[config.mk]
export PLATFORM = sky130hd
export DESIGN_NAME = bus_slot_arbiter
export DESIGN_NICKNAME = d
export VERILOG_FILES = /design/src/rtl/bsa_pkg.sv /design/src/rtl/bsa_slot_decode.sv /design/src/rtl/bsa_pick.sv /design/src/rtl/bsa_or_bus.sv /design/src/rtl/bus_slot_arbiter.sv
export SDC_FILE = /design/constraint.sdc
export NUM_CORES = 1
export LEC_CHECK = 0
export ABC_AREA = 1
export BUFFER_PORTS_ARGS = -buffer_cell sky130_fd_sc_hd__buf_4
export CORE_ASPECT_RATIO = 1.75
export CORE_MARGIN = 2
export CORE_UTILIZATION = 25
export DETAILED_ROUTE_END_ITERATION = 8
export GPL_TIMING_DRIVEN = 0
export HOLD_SLACK_MARGIN = 0.02
export PLACE_DENSITY = 0.72
export SLEW_MARGIN = 30
export SYNTH_ARGS = -nofsm -noshare
export SYNTH_HDL_FRONTEND = slang
export SYNTH_SLANG_ARGS = --single-unit
[constraint.sdc]
create_clock -name clk -period 0.8 [get_ports clk]
set_input_delay 0 -clock clk [delete_from_list [all_inputs] [get_ports clk]]
set_output_delay 0 -clock clk [all_outputs]
set_load 0.02 [all_outputs]
[src/rtl/bsa_pkg.sv]
package bsa_pkg;
  localparam int NSRC = 6;
  localparam int SRC_DISK   = 0;
  localparam int SRC_BPL    = 1;
  localparam int SRC_COPPER = 2;
  localparam int SRC_SPRITE = 3;
  localparam int SRC_AUDIO  = 4;
  localparam int SRC_BLIT   = 5;

  typedef enum logic [1:0] {
    SLOT_FAST   = 2'b00,
    SLOT_CHIP_A = 2'b01,
    SLOT_SHARED = 2'b10,
    SLOT_CHIP_B = 2'b11
  } slot_e;

  // Per source: bit n set means the source may take slot type n.
  function automatic logic [3:0] src_slots(int src);
    case (src)
      SRC_DISK, SRC_BPL: src_slots = 4'b1010;
      SRC_COPPER:        src_slots = 4'b0010;
      SRC_SPRITE, SRC_AUDIO: src_slots = 4'b1000;
      SRC_BLIT:          src_slots = 4'b0110;
      default:           src_slots = 4'b0000;
    endcase
  endfunction
endpackage

[src/rtl/bsa_slot_decode.sv]
module bsa_slot_decode
  import bsa_pkg::*;
(
  input  logic [1:0]      hslot,
  output logic [NSRC-1:0] elig,
  output logic            chip_slot
);
  slot_e slot;
  assign slot = slot_e'(hslot);

  for (genvar s = 0; s < NSRC; s++) begin : g_elig
    localparam logic [3:0] PERMIT = src_slots(s);
    assign elig[s] = PERMIT[hslot];
  end

  assign chip_slot = (slot == SLOT_CHIP_A) || (slot == SLOT_CHIP_B);
endmodule

[src/rtl/bsa_pick.sv]
module bsa_pick #(
  parameter int N = 6
) (
  input  logic [N-1:0] cand,
  output logic [N-1:0] win
);
  for (genvar i = 0; i < N; i++) begin : g_win
    if (i == 0) begin : g_first
      assign win[i] = cand[i];
    end else begin : g_rest
      assign win[i] = cand[i] & ~(|cand[i-1:0]);
    end
  end
endmodule

[src/rtl/bsa_or_bus.sv]
module bsa_or_bus #(
  parameter int N_RD = 4,
  parameter int DW   = 16
) (
  input  logic [N_RD*DW-1:0] rd_src,
  output logic [DW-1:0]      rd_bus
);
  always_comb begin
    rd_bus = '0;
    for (int k = 0; k < N_RD; k++) rd_bus |= rd_src[k*DW +: DW];
  end
endmodule

[src/rtl/bus_slot_arbiter.sv]
module bus_slot_arbiter
  import bsa_pkg::*;
#(
  parameter int N_RD = 4,
  parameter int DW   = 16
) (
  input  logic              clk,
  input  logic              rst_n,
  input  logic [1:0]        hslot,
  input  logic [5:0]        dma_req,
  input  logic [5:0]        dma_wr,
  input  logic [5:0]        dma_hold,
  input  logic              cpu_req,
  input  logic              cpu_chip,
  input  logic [N_RD*DW-1:0] rd_src,
  output logic [5:0]        grant,
  output logic              dma,
  output logic              dmawr,
  output logic              dmapri,
  output logic              cpu_go,
  output logic              cpu_wait,
  output logic [DW-1:0]     rd_bus
);
  logic [NSRC-1:0] elig, win;
  logic            chip_slot;
  logic            n_dma, n_wr, n_pri, n_go;

  bsa_slot_decode u_dec (.hslot(hslot), .elig(elig), .chip_slot(chip_slot));
  bsa_pick #(.N(NSRC)) u_pick (.cand(dma_req & elig), .win(win));
  bsa_or_bus #(.N_RD(N_RD), .DW(DW)) u_bus (.rd_src(rd_src), .rd_bus(rd_bus));

  always_comb begin
    n_dma = |win;
    n_pri = |(win & dma_hold);
    n_wr  = |(win & dma_wr & ~dma_hold);
    n_go  = cpu_req && !n_dma && (cpu_chip == chip_slot);
  end

  always_ff @(posedge clk) begin
    if (!rst_n) begin
      grant    <= '0;
      dma      <= 1'b0;
      dmawr    <= 1'b0;
      dmapri   <= 1'b0;
      cpu_go   <= 1'b0;
      cpu_wait <= 1'b0;
    end else begin
      grant    <= win;
      dma      <= n_dma;
      dmawr    <= n_wr;
      dmapri   <= n_pri;
      cpu_go   <= n_go;
      cpu_wait <= cpu_req && !n_go;
    end
  end

  // grant is one-hot or idle
  a_r6_onehot: assert property (@(posedge clk) disable iff (!rst_n) $onehot0(grant));
  // fast slot never gives DMA
  a_r2_fast_slot_no_dma: assert property (@(posedge clk) disable iff (!rst_n)
    (hslot == 2'b00) |=> (grant == 6'b0));
  // first chip slot excludes sprite and audio
  a_r3_chip_a_set: assert property (@(posedge clk) disable iff (!rst_n)
    (hslot == 2'b01) |=> (grant[3] == 1'b0 && grant[4] == 1'b0));
  // shared slot admits only the blitter
  a_r4_shared_blit_only: assert property (@(posedge clk) disable iff (!rst_n)
    (hslot == 2'b10) |=> (grant[4:0] == 5'b0));
  // second chip slot excludes copper and blitter
  a_r5_chip_b_set: assert property (@(posedge clk) disable iff (!rst_n)
    (hslot == 2'b11) |=> (grant[2] == 1'b0 && grant[5] == 1'b0));
  // a hold is a DMA cycle that does not write
  a_r7_hold_no_write: assert property (@(posedge clk) disable iff (!rst_n)
    dmapri |-> (dma && !dmawr));
  // CPU only gets an idle slot
  a_r8_cpu_idle_slot: assert property (@(posedge clk) disable iff (!rst_n)
    cpu_go |-> (!dma && !dmawr));
  // a chip request in a fast slot waits
  a_r9_chip_waits: assert property (@(posedge clk) disable iff (!rst_n)
    (cpu_req && cpu_chip && !hslot[0]) |=> (cpu_wait && !cpu_go));
endmodule

==> out/results.ini, run 1 <==
[run_status]
outcome = finished clean

[drt]
dr.first_iter.drc_count = 9
vias = 1199
drt-vias-per-instance = 4.83
drtAntennaViolNets = 0
wirelength_um = 3340
route.detailed.drc = 0
wl_per_cell_um = 13.5
dr.pass1.iters = 5

[critical_path]
crit_slowest_cell = or4_1
startpoint_type = input port
cp.required_ns = 0.80
crit_type = input port to output port
crit_path_end_kind = output port
crit_path_cell_trace = buf_4, or4_1, buf_6
worstPathArrival_ns = 0.79
critPathMaxFanout = 1
slowest_delay_ns = 0.53

[sta]
final_max_slew_viol_count = 0
maxSlewHeadroom_pct = 82.6
tightestPinTransition_ns = 0.260
min_period_ns = 0.791
finalSetupViolCount = 0
hold_violations = 0
finalCritPeriodShare_pct = 98.9
rsz0062_at_grt = yes
max_freq_ghz = 1.26

[global_route]
grt_max_degree = 11
grt_pass1_wl_um = 4990
first_global_vias = 1269
grt_antenna_before_repair = 0
grt.overflow.total = 0
track_usage_pct = 20.5

[placement]
hpwl_um = 2930
dpl_cell_area_mm2 = 0.00162
gp_congestion = 0.789
portBuffers = 114

[power_and_ir_drop]
peakVddDrop_uv = 608
pwr_density_cell_mw_per_mm2 = 991
leakagePower_nw = 0.969

[layout]
n_fill_cell = 231
syn2layout_area_growth_pct = 167
antenna_cells = 0
layout_commonest_cell = buf_4
finalCoreUtilization_pct = 69.9
multi_input_area_um2 = 569
final_area_mm2 = 0.00188
nNetsFinal = 312
mostFrequentLayoutCells = buf_4 (101), nor2_1 (17), buf_6 (14)
layout-drive-gt1-share_pct = 69.7
ff_latch_area_um2 = 220

[job]
maxCapViolCount = 0

[floorplanning]
dieArea_mm2 = 0.00327
die_h_um = 74.2
core_area_mm2 = 0.00269
start_util_pct = 26.2
die_w_um = 44.1
num_io_pins = 115
rows = 25

[clock_tree]
clock-root-buffer = clkbuf_8
cts.clk_slew.worst_paths_ns = 0.05
cts-htree-levels = 1
clock_path_buffers = 2
cts_made_buffers = 3
cts.sinks = 11
cts_tree = done

[logic_synthesis]
syn-num-nets = 188
ys_seq_area_share_pct = 31.3
synth-warning-count = 0
synth.avg_cell_area_um2 = 7.19
synth_cells = 98
synth_area_um2 = 704
ys_types = 19
ys_ff_latch = 11

[min_path]
min_path_type = input port to register

## metrics by stage
stage	setup TNS (ns)	hold slack, ns	total power [mW]	setup WS (ns)	instances
6_report	0	0.0707	1.86	0.00879	248
5_1_grt	-0.0517	0.0769	1.96	-0.0375	248
4_1_cts	0	0.0778	1.80	0.000638	246
3_5_place_dp	-1.19	0.220	1.24	-0.265	239
3_3_place_gp	-1.02	0.215	1.23	-0.217	239
2_1_floorplan	-0.00943	0.0793	0.815	-0.00943	98
## what timing repair did
action / in CTS / in global routing
cloned: 0 / 0
hold endpoints to repair: 2 / 0
setup endpoints to repair: 7 / 13
hold buffers: 3 / 0
gates resized for setup: 10 / 33
buffers inserted: 0 / 2
pin swaps: 3 / 11
## cells by family after synthesis
logic type               synth area share, %
AND/OR/NAND/NOR                         55.2
adder cells (fa/ha/maj)                 3.55
buffers and inverters                   6.39
XOR/XNOR                                1.24
flip-flops                              31.3
AO/OA/AOI/OAI                           2.31
## synth_stat cells
cell	number	area, um^2
nand2_1	13	48.8
a21oi_1	1	5.00
nor3_2	1	10.0
o21ai_0	1	5.00
a31oi_1	1	6.26
nand3_2	1	10.0
nand2_2	3	18.8
dfxtp_1	11	220
ha_1	2	25.0
clkinv_1	1	3.75
inv_1	11	41.3
nor4_1	2	12.5
nand2_4	2	22.5
nor2_8	1	20.0
nand3_1	9	45.0
xor2_1	1	8.76
or4_1	16	120
nor3_1	2	10.0
nor2_1	19	71.3
## flip-flops by register name, summed over array words and instances (netlist names)
| name | cells |
|---|---|
| dma | 1 |
| dmawr | 1 |
| grant | 6 |
| cpu_go | 1 |
| dmapri | 1 |
| cpu_wait | 1 |
## critical path: cells and delay by family
family / cells / cell delay (ns)
simple gates: 1 / 0.53
buf+inv: 2 / 0.25
## metal layers
metal / up-vias / track usage [%] / wire length (um)
li1: 583 / - / -
met1: 519 / 19.4 / 1100
met2: 88 / 39.5 / 1800
met3: 9 / 5.58 / 371
met4: 0 / 8.75 / 68
met5: - / 0 / 0
## report_power, final
| group | internal, mW | leakage [nW] | switching [mW] |
|---|---|---|---|
| Sequential | 0.573 | 0.0900 | 0.00580 |
| Combinational | 0.451 | 0.856 | 0.300 |
| Clock | 0.348 | 0.0228 | 0.184 |
## final timing paths
path  startpoint         to  slack [ns]  cells after the start
min   dma_req[2]   grant[2]        0.07                      3
max   rd_src[21]  rd_bus[5]       0.009                      3
## cell type report
| cell class | count | area share (%) |
|---|---|---|
| clock buffers | 4 | 2.40 |
| inverters | 12 | 2.40 |
| multi-input cells | 75 | 30.3 |
| flip-flops and latches | 11 | 11.7 |
| well taps | 27 | 1.80 |
| repair buffers | 119 | 51.4 |
No activity file was read; power rests on OpenSTA's default activity.
==> inputs of run 2 (changes only) <==
- ABC_AREA: 1 -> 0
- CORE_UTILIZATION: 25 -> 24
- HOLD_SLACK_MARGIN: 0.02 -> not set
- PLACE_DENSITY: 0.72 -> 0.73
==> run 2 against run 1 <==
Net effect: core utilization fell by 1.5 points; clock power is essentially flat; final cell count fell by 12%; synthesized area shrank 8.2%; clock-buffer cell count unchanged; sequential share of layout area rose by 1.0 points; non-clock buffer count fell by 4; sequential power about the same.
==> out/results.ini, run 2 <==
[run_status]
outcome = finished clean

[power_and_ir_drop]
total_power_mw = 1.79  ; -3.8%
pwr_density_cell_mw_per_mm2 = 1040  ; +4.8%
leakagePower_nw = 0.846  ; -13%
peakVddDrop_uv = 482  ; -21%

[drt]
dr.pass1.iters = 4  ; -1
wl_per_cell_um = 16.7  ; +24%
drtAntennaViolNets = 0  ; unchanged
dr.first_iter.drc_count = 14  ; +5
wirelength_um = 3660  ; +9.8%
drt-vias-per-instance = 5.14  ; +6.3%
vias = 1125  ; -6.2%
route.detailed.drc = 0  ; unchanged

[sta]
final_max_slew_viol_count = 0  ; unchanged
finalSetupViolCount = 0  ; unchanged
min_period_ns = 0.794  ; +0.00249 ns
tightestPinTransition_ns = 0.347  ; +0.0874 ns
finalCritPeriodShare_pct = 99.2  ; +0.31 points
hold_slack_ns = 0.0247  ; -0.0460 ns
max_freq_ghz = 1.26  ; -0.31%
maxSlewHeadroom_pct = 76.9  ; -5.7 points
hold_violations = 0  ; unchanged

[critical_path]
crit_buf_inv = 2  ; unchanged
path_delay_family = simple AND/OR/NAND/NOR gates
path_depth = 3  ; unchanged
slowest_delay_ns = 0.53  ; about the same
crit_type = input port to output port
worstPathArrival_ns = 0.79  ; about the same
crit_slowest_cell = or4_4
cp.required_ns = 0.80  ; about the same
startpoint_type = input port
crit_path_end_kind = output port
crit_path_cell_trace = buf_4, or4_4, buf_6
critPathMaxFanout = 1  ; unchanged

[floorplanning]
core_area_mm2 = 0.00252  ; -6.2%
die_w_um = 43.2  ; -2.0%
num_io_pins = 115  ; unchanged
rows = 24  ; -4.0%
die_h_um = 72.7  ; -2.1%
dieArea_mm2 = 0.00314  ; -4.0%
start_util_pct = 25.6  ; -0.54 points

[logic_synthesis]
yosys-top-cells-area = dfxtp_1 (34%), or4_1 (19%), nand2_1 (4.1%), ha_1 (3.9%), o21ai_0 (3.1%)
ys_ff_latch = 11  ; unchanged
synth_top_area_cell = dfxtp_1
async_reset_ff_share_pct = 0  ; unchanged
ys_types = 33  ; +14
synth.avg_cell_area_um2 = 8.62  ; +20%
ys.flop_type = dfxtp_1
synth-warning-count = 0  ; unchanged
syn-num-nets = 165  ; -12%
ys_seq_area_share_pct = 34.0  ; +2.8 points
synth.most_common_cell = or4_1
synth_top_cell_area_share_pct = 34.0  ; +2.8 points
synth_cells = 75  ; -23%
synth_edf_count = 0  ; unchanged
yosys-top-cells-count = or4_1 (16), dfxtp_1 (11), nand2_1 (7)
synth_area_um2 = 647  ; -8.2%

[global_route]
grt_pass1_wl_um = 5230  ; +4.9%
track_usage_pct = 21.9  ; +1.3 points
grt.overflow.total = 0  ; unchanged
grt_antenna_before_repair = 0  ; unchanged
first_global_vias = 1251  ; -1.4%
grt_max_degree = 11  ; unchanged

[clock_tree]
clock-root-buffer = clkbuf_8
cts.sinks = 11  ; unchanged
cts.clk_slew.worst_paths_ns = 0.05  ; about the same
cts_made_buffers = 3  ; unchanged
cts-htree-levels = 1  ; unchanged
clock_path_buffers = 2  ; unchanged
postCtsSetupBuffers = 0  ; unchanged
cts_tree = done

[placement]
dpl_cell_area_mm2 = 0.00155  ; -4.3%
portBuffers = 113  ; -0.88%
hpwl_um = 3110  ; +6.4%
gp_congestion = 0.771  ; -2.3%

[layout]
syn2layout_area_growth_pct = 167  ; about the same
top_register = grant
n_fill_cell = 206  ; -11%
layout-drive-gt1-share_pct = 72.5  ; +2.9 points
layout_commonest_cell = buf_4
final_area_mm2 = 0.00173  ; -8.2%
largest_reg_flops = 6  ; unchanged
mostFrequentLayoutCells = buf_4 (101), buf_6 (12), or4_4 (11), dfxtp_1 (11), nand2_1 (6)
antenna_cells = 0  ; unchanged
finalCoreUtilization_pct = 68.4  ; -1.5 points
nNetsFinal = 284  ; -9.0%

[job]
maxCapViolCount = 0  ; unchanged

[min_path]
hold_depth = 3  ; unchanged
min_path_type = input port to register

==> run 2: cell types whose count changed after synthesis, sizes merged, moves of 2 or more <==
| cell | change |
|---|---|
| and3 | +2 |
| inv | -8 |
| nand2 | -11 |
| nand3 | -8 |
| nor2 | -15 |
| nor3 | -2 |
| o21a | +2 |
| o21ai | +4 |
==> run 2: worst paths after layout <==
check / startpoint / endpoint / slack, ns
worst max-delay path: rd_src[19] / rd_bus[3] / 0.006
worst min-delay path: dma_req[3] / grant[3] / 0.02
==> run 2: cell type report <==
type                    instances  area (um^2)  area share (%)
flip-flops and latches         11          220            12.8
clock buffers                   4         45.0            2.61
well taps                      26         32.5            1.89
inverters                       3         11.3           0.653
multi-input cells              60          509            29.5
repair buffers                114          903            52.4
plain buffers                   1         3.75           0.218
==> run 2: cells by family (layout without fill, tap and decap cells) <==
family                   count (synthesis)  in the layout  synth area share, %
AND/OR/NAND/NOR                         44             44                 44.5
AO/OA/AOI/OAI                           13             13                 13.9
flip-flops                              11             11                 34.0
buffers and inverters                    4            122                 2.32
adder cells (fa/ha/maj)                  2              2                 3.87
XOR/XNOR                                 1              1                 1.35
==> run 2: power by group <==
part	internal, mW	total, mW	switching, mW
combinational	0.426	0.681	0.256
sequential	0.573	0.579	0.00570
clock	0.348	0.532	0.184
==> run 2: stage by stage <==
stage,setup slack [ns],std cells,setup TNS [ns]
2_1_floorplan,-0.0300,75,-0.0300
3_3_place_gp,-0.278,214,-1.41
3_5_place_dp,-0.307,214,-1.57
4_1_cts,0.000392,219,0
5_1_grt,-0.0109,219,-0.0109
6_report,0.00630,219,0
==> run 2: repair_timing <==
action / in CTS / in global routing
setup endpoints to repair: 9 / 9
hold buffers: 1 / 0
resized for setup: 15 / 14
hold endpoints to repair: 1 / 0
pin swaps: 0 / 2
==> run 2: worst min-delay path: cells and delay by family <==
| kind | cells | cell delay (ns) |
|---|---|---|
| and+or+nand+nor | 1 | 0.03 |
| buffers and inverters | 2 | 0.18 |
==> run 2: layer usage <==
layer / vias up / part of all wire, % / global-route usage, %
met5: - / 0 / 0
met3: 6 / 12 / 8.66
met1: 514 / 30 / 20.6
met2: 76 / 56 / 41.1
li1: 529 / - / -
met4: 0 / 0.98 / 7.74
==> inputs of run 3 (changes only) <==
- CORE_ASPECT_RATIO: 1.75 -> 1.5
- CORE_UTILIZATION: 24 -> 28
- PLACE_DENSITY: 0.73 -> 0.8
- clock period: 0.8 -> 1 ns (I/O delays scaled with it)
==> run 3 against run 2 <==
Net effect: clock-buffer cell count did not move; hold slack improved by 0.015 ns; sequential power fell by 20%; core utilization rose by 2.9 points; first-iteration DRC count fell by 21%; die area fell by 13%; flip-flop and latch count did not move; final cell count fell by 0.91%.
==> out/results.ini, run 3 (same netlist as run 2, synthesis figures left out) <==
[layout]
nNetsFinal = 285  ; +0.35%
layout_commonest_cell = buf_4
largest_reg_flops = 6  ; unchanged
top_register = grant
antenna_cells = 0  ; unchanged
layout-drive-gt1-share_pct = 62.9  ; -9.7 points
mostFrequentLayoutCells = buf_4 (113), or4_1 (16), dfxtp_1 (11)
n_fill_cell = 196  ; -4.9%
final_cells = 217  ; -0.91%
syn2layout_area_growth_pct = 143
final_area_mm2 = 0.00157  ; -8.8%

[min_path]
min_path_type = input port to register
hold_end = grant[4]
hold_depth = 2  ; -1
min_from = dma_req[4]

[power_and_ir_drop]
pwr_density_cell_mw_per_mm2 = 780  ; -25%
total_power_mw = 1.23  ; -32%
peakVddDrop_uv = 364  ; -24%
leakagePower_nw = 0.789  ; -6.7%

[global_route]
grt_antenna_before_repair = 0  ; unchanged
grt_pass1_wl_um = 4750  ; -9.1%
use_met1_pct = 21.2  ; +0.62 points
grt.busiest_layer = met2
use_met2_pct = 44.2  ; +3.1 points
track_usage_pct = 23.1  ; +1.2 points
grt_max_degree = 11  ; unchanged
grt.overflow.total = 0  ; unchanged
first_global_vias = 1161  ; -7.2%
use_met3_pct = 7.23  ; -1.4 points

[clock_tree]
cts_tree = done
clock_path_buffers = 2  ; unchanged
cts_made_buffers = 3  ; unchanged
clock-root-buffer = clkbuf_4
cts.clk_slew.worst_paths_ns = 0.06  ; about the same
cts.sinks = 11  ; unchanged
cts-htree-levels = 1  ; unchanged

[drt]
dr.first_iter.drc_count = 11  ; -3
vias = 1076  ; -4.4%
wirelength_um = 3110  ; -15%
drt-vias-per-instance = 4.96  ; -3.5%
route.detailed.drc = 0  ; unchanged
drtAntennaViolNets = 0  ; unchanged
dr.pass1.iters = 4  ; unchanged
wl_per_cell_um = 14.3  ; -14%

[critical_path]
crit_type = input port to register
critPathMaxFanout = 8  ; +7
worstPathArrival_ns = 1.02  ; +0.23 ns
crit_path_end_kind = register
startpoint_type = input port
cp.required_ns = 1.15  ; +0.35 ns

[sta]
max_freq_ghz = 1.15
finalSetupViolCount = 0  ; unchanged
min_period_ns = 0.869
rsz0062_at_grt = no
hold_violations = 0  ; unchanged
maxSlewHeadroom_pct = 75.7  ; -1.2 points
hold_slack_ns = 0.0396  ; +0.0149 ns
tightestPinTransition_ns = 0.365  ; +0.0176 ns
final_max_slew_viol_count = 0  ; unchanged
finalCritPeriodShare_pct = 86.9

[placement]
dp_cells = 211  ; -1.4%
portBuffers = 113  ; unchanged
hpwl_um = 2840  ; -8.9%
dpl_cell_area_mm2 = 0.00152  ; -1.7%
gp_congestion = 0.795  ; +3.1%

[floorplanning]
num_io_pins = 115  ; unchanged
die_w_um = 43.2  ; unchanged
die_h_um = 62.9  ; -13%
dieArea_mm2 = 0.00272  ; -13%
start_util_pct = 29.3  ; +3.7 points
rows = 21  ; -13%
core_area_mm2 = 0.00221  ; -12%

[run_status]
outcome = finished clean

[job]
maxCapViolCount = 0  ; unchanged

-- run 3: changes by cell type in the layout (fill, tap and decap cells not counted), moves of 2 or more --
cell      previous run  this run
buf_4              101       113
buf_6               12         0
or4_1                5        16
or4_4               11         0
clkbuf_4             0         3
clkbuf_8             3         0
ha_1                 0         2
ha_4                 2         0
-- run 3: repair_timing --
action / in CTS / in global routing
endpoints found under the hold margin: 4 / 0
endpoints found under the setup margin: 0 / 2
resized for setup: 0 / 1
hold buffers: 2 / 0
setup buffers: 0 / 0
-- run 3: layout make-up --
class | instances | area [um^2] | area share (%)
sequential | 11 | 220 | 14.0
timing repair buffer | 115 | 868 | 55.2
clock buffer | 4 | 26.3 | 1.67
inverter | 3 | 11.3 | 0.716
tap | 23 | 28.8 | 1.83
multi-input combinational | 60 | 414 | 26.3
buffer | 1 | 3.75 | 0.239
-- run 3: through the flow --
stage | util (%) | setup TNS (ns) | setup slack [ns]
after floorplan | - | 0 | 0.0814
after global placement | 69.0 | -0.473 | -0.174
after detailed placement | 69.0 | -0.496 | -0.174
after CTS | 71.1 | 0 | 0.0902
after global routing | 71.3 | 0 | 0.0716
final | 71.3 | 0 | 0.131
-- run 3: how the worst max path moves through the flow --
stage / start / end / slack [ns] / cells after the start
4_1_cts: hslot[0] / dmapri / 0.09 / 5
2_1_floorplan: hslot[1] / dmapri / 0.08 / 5
6_report: hslot[0] / dmapri / 0.13 / 6
5_1_grt: hslot[1] / dmawr / 0.07 / 7
3_5_place_dp: hslot[0] / dmapri / -0.17 / 5
3_3_place_gp: hslot[0] / dmapri / -0.17 / 5
-- run 3: metal layers --
metal / wire (um) / vias to the layer above / share of wire (%)
met2: 1780 / 64 / 57
met4: 27 / 0 / 0.87
met1: 945 / 479 / 30
li1: - / 531 / -
met3: 359 / 2 / 12
met5: 0 / - / 0
-- run 3: report_power, final --
group	total (mW)	leakage [nW]	internal [mW]	switching, mW
Sequential	0.462	0.0900	0.457	0.00486
Clock	0.281	0.0150	0.154	0.127
Combinational	0.484	0.684	0.310	0.173
Total	1.23	0.789	0.921	0.305
-- run 3: critical path, stage by stage --
cell and delay (ns):
buf_4 0.14, ha_1 0.23, nand2_1 0.11, nor2_1 0.07, a22o_1 0.23, o31a_1 0.24
